[src/rtl/dma_glb_pkg.sv]
// Package: shared offsets and control-bit positions for the DMA global block.
// Assumes byte offsets compared in full; the data word is 32 bits.
package dma_glb_pkg;
    localparam int DW = 32;
    localparam logic [12:0] OFS_CTRL   = 13'h1000;
    localparam logic [12:0] OFS_PEND   = 13'h1004;
    localparam logic [12:0] OFS_DBELL  = 13'h1008;
    localparam logic [12:0] OFS_DBSET  = 13'h100C;
    localparam int BIT_EN   = 0;
    localparam int BIT_ERR  = 2;
    localparam int BIT_HALT = 3;
endpackage

[src/rtl/dma_glb_flags.sv]
// Module: global enable and sticky error/halt flags.
// Assumes we is a one-cycle control-register write strobe; hardware set wins.
module dma_glb_flags
    import dma_glb_pkg::*;
(
    input  logic          clk,
    input  logic          rst_n,
    input  logic          we,
    input  logic [DW-1:0] wdata,
    input  logic          err_set,
    input  logic          halt_set,
    output logic          en,
    output logic          err,
    output logic          halt
);
    // Enable register: follows written bit.
    always_ff @(posedge clk) begin
        if (!rst_n)  en <= 1'b0;
        else if (we) en <= wdata[BIT_EN];
    end

    // Error flag: set by hardware, cleared by writing 0.
    always_ff @(posedge clk) begin
        if (!rst_n)                      err <= 1'b0;
        else if (err_set)                err <= 1'b1;
        else if (we && !wdata[BIT_ERR])  err <= 1'b0;
    end

    // Halt flag: set by hardware, cleared by writing 0.
    always_ff @(posedge clk) begin
        if (!rst_n)                      halt <= 1'b0;
        else if (halt_set)               halt <= 1'b1;
        else if (we && !wdata[BIT_HALT]) halt <= 1'b0;
    end

    AST_EN_WRITE: assert property (@(posedge clk) disable iff (!rst_n)
        we |=> (en == $past(wdata[BIT_EN])));
    AST_ERR_SRC: assert property (@(posedge clk) disable iff (!rst_n)
        $rose(err) |-> $past(err_set));
    AST_HALT_SRC: assert property (@(posedge clk) disable iff (!rst_n)
        $rose(halt) |-> $past(halt_set));
endmodule

[src/rtl/dma_irq_pend.sv]
// Module: per-channel rising-edge interrupt capture with write-zero clear.
// Assumes chan_irq is synchronous; a new edge beats a clearing write.
module dma_irq_pend #(
    parameter int NCH = 32
) (
    input  logic           clk,
    input  logic           rst_n,
    input  logic           we,
    input  logic [NCH-1:0] keep,
    input  logic [NCH-1:0] chan_irq,
    output logic [NCH-1:0] pend
);
    logic [NCH-1:0] irq_q;
    logic [NCH-1:0] rise;

    for (genvar n = 0; n < NCH; n++) begin : g_ch
        // Edge detector: remember last request level.
        always_ff @(posedge clk) begin
            if (!rst_n) irq_q[n] <= 1'b0;
            else        irq_q[n] <= chan_irq[n];
        end
        assign rise[n] = chan_irq[n] & ~irq_q[n];
        // Pending bit: edge sets, write-zero clears.
        always_ff @(posedge clk) begin
            if (!rst_n)             pend[n] <= 1'b0;
            else if (rise[n])       pend[n] <= 1'b1;
            else if (we && !keep[n]) pend[n] <= 1'b0;
        end
    end

    AST_PEND_EDGE: assert property (@(posedge clk) disable iff (!rst_n)
        (|rise) |=> ((pend & $past(rise)) == $past(rise)));
    AST_PEND_NOSET: assert property (@(posedge clk) disable iff (!rst_n)
        we |=> ((pend & ~$past(keep) & ~$past(rise)) == '0));
    AST_PEND_ONLY_EDGE: assert property (@(posedge clk) disable iff (!rst_n)
        ((pend & ~$past(pend) & ~$past(rise)) == '0));
endmodule

[src/rtl/dma_doorbell.sv]
// Module: doorbell bits set through a write-one-to-set alias, cleared by channel ack.
// Assumes set_we is a one-cycle strobe; a set beats an ack on the same bit.
module dma_doorbell #(
    parameter int NCH = 32
) (
    input  logic           clk,
    input  logic           rst_n,
    input  logic           set_we,
    input  logic [NCH-1:0] set_mask,
    input  logic [NCH-1:0] ack,
    output logic [NCH-1:0] db
);
    logic [NCH-1:0] set_v;
    assign set_v = set_we ? set_mask : '0;

    for (genvar n = 0; n < NCH; n++) begin : g_db
        // Doorbell bit: alias set wins, ack clears.
        always_ff @(posedge clk) begin
            if (!rst_n)        db[n] <= 1'b0;
            else if (set_v[n]) db[n] <= 1'b1;
            else if (ack[n])   db[n] <= 1'b0;
        end
    end

    AST_DB_SET: assert property (@(posedge clk) disable iff (!rst_n)
        set_we |=> ((db & $past(set_mask)) == $past(set_mask)));
    AST_DB_ACK: assert property (@(posedge clk) disable iff (!rst_n)
        (|(ack & ~set_v)) |=> ((db & $past(ack & ~set_v)) == '0));
endmodule

[src/rtl/dma_glb_ctrl.sv]
// Module: top of the DMA global control and interrupt aggregator.
// Assumes NCH <= 32, single-cycle register writes, combinational reads.
module dma_glb_ctrl
    import dma_glb_pkg::*;
#(
    parameter int NCH    = 32,
    parameter int ADDR_W = 13
) (
    input  logic              clk,
    input  logic              rst_n,
    input  logic              reg_sel,
    input  logic              reg_wr,
    input  logic [ADDR_W-1:0] reg_addr,
    input  logic [31:0]       reg_wdata,
    output logic [31:0]       reg_rdata,
    input  logic              err_set,
    input  logic              halt_set,
    input  logic [NCH-1:0]    chan_irq,
    input  logic [NCH-1:0]    db_ack,
    output logic [NCH-1:0]    db_vec,
    output logic              glb_en,
    output logic              start_ok,
    output logic              irq_out
);
    localparam logic [ADDR_W-1:0] A_CTRL  = ADDR_W'(OFS_CTRL);
    localparam logic [ADDR_W-1:0] A_PEND  = ADDR_W'(OFS_PEND);
    localparam logic [ADDR_W-1:0] A_DBELL = ADDR_W'(OFS_DBELL);
    localparam logic [ADDR_W-1:0] A_DBSET = ADDR_W'(OFS_DBSET);

    logic           wr;
    logic           ctrl_we, pend_we, dbset_we;
    logic           err_f, halt_f;
    logic [NCH-1:0] pend;

    // Address decode for write strobes.
    assign wr       = reg_sel & reg_wr;
    assign ctrl_we  = wr && (reg_addr == A_CTRL);
    assign pend_we  = wr && (reg_addr == A_PEND);
    assign dbset_we = wr && (reg_addr == A_DBSET);

    dma_glb_flags u_flags (
        .clk      (clk),
        .rst_n    (rst_n),
        .we       (ctrl_we),
        .wdata    (reg_wdata),
        .err_set  (err_set),
        .halt_set (halt_set),
        .en       (glb_en),
        .err      (err_f),
        .halt     (halt_f)
    );

    dma_irq_pend #(.NCH(NCH)) u_pend (
        .clk      (clk),
        .rst_n    (rst_n),
        .we       (pend_we),
        .keep     (reg_wdata[NCH-1:0]),
        .chan_irq (chan_irq),
        .pend     (pend)
    );

    dma_doorbell #(.NCH(NCH)) u_db (
        .clk      (clk),
        .rst_n    (rst_n),
        .set_we   (dbset_we),
        .set_mask (reg_wdata[NCH-1:0]),
        .ack      (db_ack),
        .db       (db_vec)
    );

    // Global outputs: start permit and combined interrupt.
    assign start_ok = glb_en & ~err_f & ~halt_f;
    assign irq_out  = glb_en & (|pend);

    // Read mux: zero-extend vectors, zero for unmapped offsets.
    always_comb begin
        reg_rdata = '0;
        if (reg_addr == A_CTRL) begin
            reg_rdata[BIT_EN]   = glb_en;
            reg_rdata[BIT_ERR]  = err_f;
            reg_rdata[BIT_HALT] = halt_f;
        end else if (reg_addr == A_PEND) begin
            reg_rdata[NCH-1:0] = pend;
        end else if (reg_addr == A_DBELL) begin
            reg_rdata[NCH-1:0] = db_vec;
        end
    end

    AST_DB_RO: assert property (@(posedge clk) disable iff (!rst_n)
        (wr && (reg_addr == A_DBELL) && (db_ack == '0)) |=> $stable(db_vec));
endmodule

[config.mk]
export PLATFORM = sky130hd
export DESIGN_NAME = dma_glb_ctrl
export DESIGN_NICKNAME = d
export VERILOG_FILES = /design/src/rtl/dma_glb_pkg.sv /design/src/rtl/dma_glb_flags.sv /design/src/rtl/dma_irq_pend.sv /design/src/rtl/dma_doorbell.sv /design/src/rtl/dma_glb_ctrl.sv
export SDC_FILE = /design/constraint.sdc
export NUM_CORES = 1
export LEC_CHECK = 0
export ABC_AREA = 1
export BUFFER_PORTS_ARGS = -buffer_cell sky130_fd_sc_hd__buf_2
export CAP_MARGIN = 20
export CORE_MARGIN = 2
export CORE_UTILIZATION = 40
export DETAILED_ROUTE_END_ITERATION = 7
export GPL_TIMING_DRIVEN = 0
export HOLD_SLACK_MARGIN = 0.03
export PLACE_DENSITY_LB_ADDON = 0.08
export REMOVE_ABC_BUFFERS = 1
export SLEW_MARGIN = 20
export SYNTH_ARGS = -nofsm -noshare
export SYNTH_HDL_FRONTEND = slang
export SYNTH_SLANG_ARGS = --single-unit
[constraint.sdc]
create_clock -name clk -period 3.05 [get_ports clk]
set_input_delay 0.61 -clock clk [delete_from_list [all_inputs] [get_ports clk]]
set_output_delay 0.61 -clock clk [all_outputs]
set_load 0.1 [all_outputs]
==> summary.txt <==
Power and ir drop
  – Lkg Pwr: 3.00 nW
  – PwrDens: 465 nW/um^2
  – Peak supply drop: 0.348 mV

Hold path
  – Hold WC Path Type: reg -> reg
  – Hold_sp: u_pend.irq_q[2]
  – Hold Crit Depth: 1
  – Hold EP: u_pend.pend[2]

Critical path
  – Critical Path End Type: primary output
  – Flop2flop setup slack: 2350 ps
  – CP startpoint kind: input port
  – CP Data Required Time: 2440 ps
  – Worst reg2reg startpoint: u_flags.en
  – Setup CP Type: in -> out
  – R2r endpoint: u_flags.en
  – Max FO, Critical Path: 16
  – Worst R2R Path Depth: 2
  – Worst EP arrival: 2370 ps

CTS
  – Worst-path clk slew: 60 ps
  – Clk sinks: 99
  – Root Buffer Master: clkbuf_16
  – Cts bufs inserted: 9
  – CTS tree: yes
  – H-tree depth: 3
  – Max clock buf depth: 2
  – Worst-Skew Late Latency: 340 ps

Detailed routing
  – Via count: 4644
  – DRC viols: 0
  – Initial drt markers: 237
  – Routed len/inst: 15.6 um
  – Drt total wl: 14.7 mm
  – Post-route ant nets: 0
  – DR pass1 iterations: 5
  – Via density: 4.93

Timing
  – Fin crit share: 0.977
  – Peak Freq: 0.336 GHz
  – Total negative slack: 0 ps
  – Setup Viol. Count Final: 0
  – Slew @ Worst Pin: 1090 ps
  – RSZ-0062 raised after global routing: false
  – Worst slew margin: 0.269
  – Fin. max-slew vios: 0
  – Hold Violations, Final: 0
  – Clock skew: 5.90 ps
  – Tmin final: 2980 ps

Placement
  – Placed Area: 5550 um^2
  – Buffers on Ports: 181
  – Routability-driven placement congestion ratio: 0.786
  – DP HPWL: 8.75 mm

Global routing
  – First-pass GRT wire length: 22.5 mm
  – Vias in the first global route: 4353
  – Initial antenna violation count: 0
  – Largest net degree at the start of global routing: 66
  – GRT overflow: 0
  – Tot GR Track Use: 0.232

Yosys
  – Seq cells post-synth: 99
  – Mapped Cells: 624
  – Top-area cell type share of the netlist area: 0.433
  – Synth area leader: dfxtp_1
  – Number of library cell types mapped by synthesis: 23
  – Yosys warning count: 0
  – Largest cells by area after synthesis: dfxtp_1 (43%), nand2_1 (12%), inv_1 (8.0%)
  – Post-Syn Area: 4580 um^2
  – Mean Syn Cell Area: 7.34 um^2
  – Register area share after synthesis: 0.433

Floorplan
  – # rows: 39
  – I/O pin cnt: 182
  – Die X: 111 um
  – Initial Util: 0.406
  – Die Footprint: 12300 um^2
  – Core area: 11300 um^2
  – Die Y-Extent: 111 um

Finish
  – Share of layout cells above drive strength 1: 0.308
  – Layout net count: 910
  – Number of diodes: 0
  – Finished Cell Area: 6040 um^2
  – Area Overhead vs Synth: 32.0%

Outcome
  – Outcome: finished, final reports clean

Run
  – Max-cap check violation count: 0
layout make-up:
cell class | count | area, um^2
sequential | 99 | 1980
multi-input combinational | 395 | 2120
inverter | 101 | 383
timing repair buffer | 189 | 1080
clock buffer | 13 | 260
clock inverter | 2 | 35.0
tap | 143 | 179
fill | 1146 | 5230
routing by layer:
layer | vias to the layer above | track usage | routed length (um)
li1 | 2355 | - | -
met5 | - | 0 | 0
met1 | 2111 | 0.298 | 6550
met2 | 164 | 0.379 | 6980
met4 | 0 | 0.0742 | 196
met3 | 14 | 0.0651 | 975
cell families (layout without fill, tap and decap cells):
group,count (synthesis),after routing,share of synthesized area
buffers and inverters,135,305,0.121
AND/OR/NAND/NOR,293,298,0.317
flip-flops,99,99,0.433
AO/OA/AOI/OAI,97,97,0.129
worst max path at each step:
stage                    end  slack [ps]          from  cells past startpoint
2_1_floorplan   reg_rdata[1]       -1570   reg_addr[5]                      5
3_3_place_gp      u_db.db[8]       -1780       reg_sel                      5
3_5_place_dp    reg_rdata[3]       -1090   reg_addr[5]                      9
4_1_cts        reg_rdata[30]          20  reg_addr[11]                      7
5_1_grt         reg_rdata[3]           1  reg_addr[11]                      9
6_report       reg_rdata[24]          70  reg_addr[11]                      7
critical path, stage by stage:
cell     delay (ps)
buf_2           100
nor2_1           90
nand2_1         290
nor2_8          300
nand3_4         300
o21ai_0         230
buf_2           450
cell usage after synthesis:
| cell | instances |
|---|---|
| buf_6 | 4 |
| nor2_4 | 2 |
| nand4_1 | 40 |
| buf_1 | 5 |
| nand3_1 | 11 |
| clkinv_1 | 1 |
| nand2_2 | 2 |
| nor2_1 | 58 |
| o21bai_1 | 30 |
| nand3_2 | 1 |
| inv_1 | 98 |
| dfxtp_1 | 99 |
| clkbuf_1 | 10 |
| nand2_4 | 1 |
| nor3_1 | 6 |
| buf_2 | 15 |
| nor2_8 | 2 |
| nor3_2 | 26 |
| inv_2 | 2 |
| o22ai_1 | 24 |
| a21oi_1 | 35 |
| o21ai_0 | 8 |
| nand2_1 | 144 |
placed cells by master (no fill, tap or decap):
cell type	synthesis	layout
a21oi_1	35	35
buf_12	0	1
buf_16	0	1
buf_2	15	149
buf_4	0	37
bufinv_16	0	1
clkbuf_1	10	2
clkbuf_16	0	9
clkbuf_4	0	1
clkbuf_8	0	2
clkinv_2	0	2
dfxtp_1	99	99
inv_1	98	98
inv_2	2	1
inv_4	0	1
nand2_1	144	143
nand2_2	2	3
nand2_4	1	1
nand2_8	0	1
nand3_1	11	11
nand3_4	0	2
nand4_1	40	40
nor2_1	58	57
nor2_2	0	1
nor2_4	2	5
nor2_8	2	2
nor3_1	6	6
nor3_2	26	26
o21ai_0	8	8
o21bai_1	30	30
o22ai_1	24	24
report_power, final:
group	switching, mW	internal [mW]
Clock	0.470	0.676
Combinational	0.165	0.113
Sequential	0.0302	1.36
Total	0.665	2.15
sequential cells by signal (all words and copies together), names as in the netlist:
register	flops
u_pend.irq_q	32
u_pend.pend	32
u_db.db	32
u_flags.halt	1
u_flags.en	1
u_flags.err	1
timing repair:
item	CTS	global route
resized for setup	33	3
buffers inserted	4	2
hold buffers	0	0
endpoints found under the setup margin	32	21
gates cloned	4	1
pin swaps	3	2
stage by stage:
step,hold slack (ps),power [mW],util,std cells,setup WS [ps]
after CTS,418,2.84,0.533,939,17.2
after global placement,403,1.67,0.487,914,-1780
final,420,2.81,0.536,942,69.9
after detailed placement,409,1.69,0.492,916,-1090
after global routing,459,2.94,0.536,942,1.08
after floorplan,399,1.53,-,590,-1570
(Power assumes the default switching activity.)
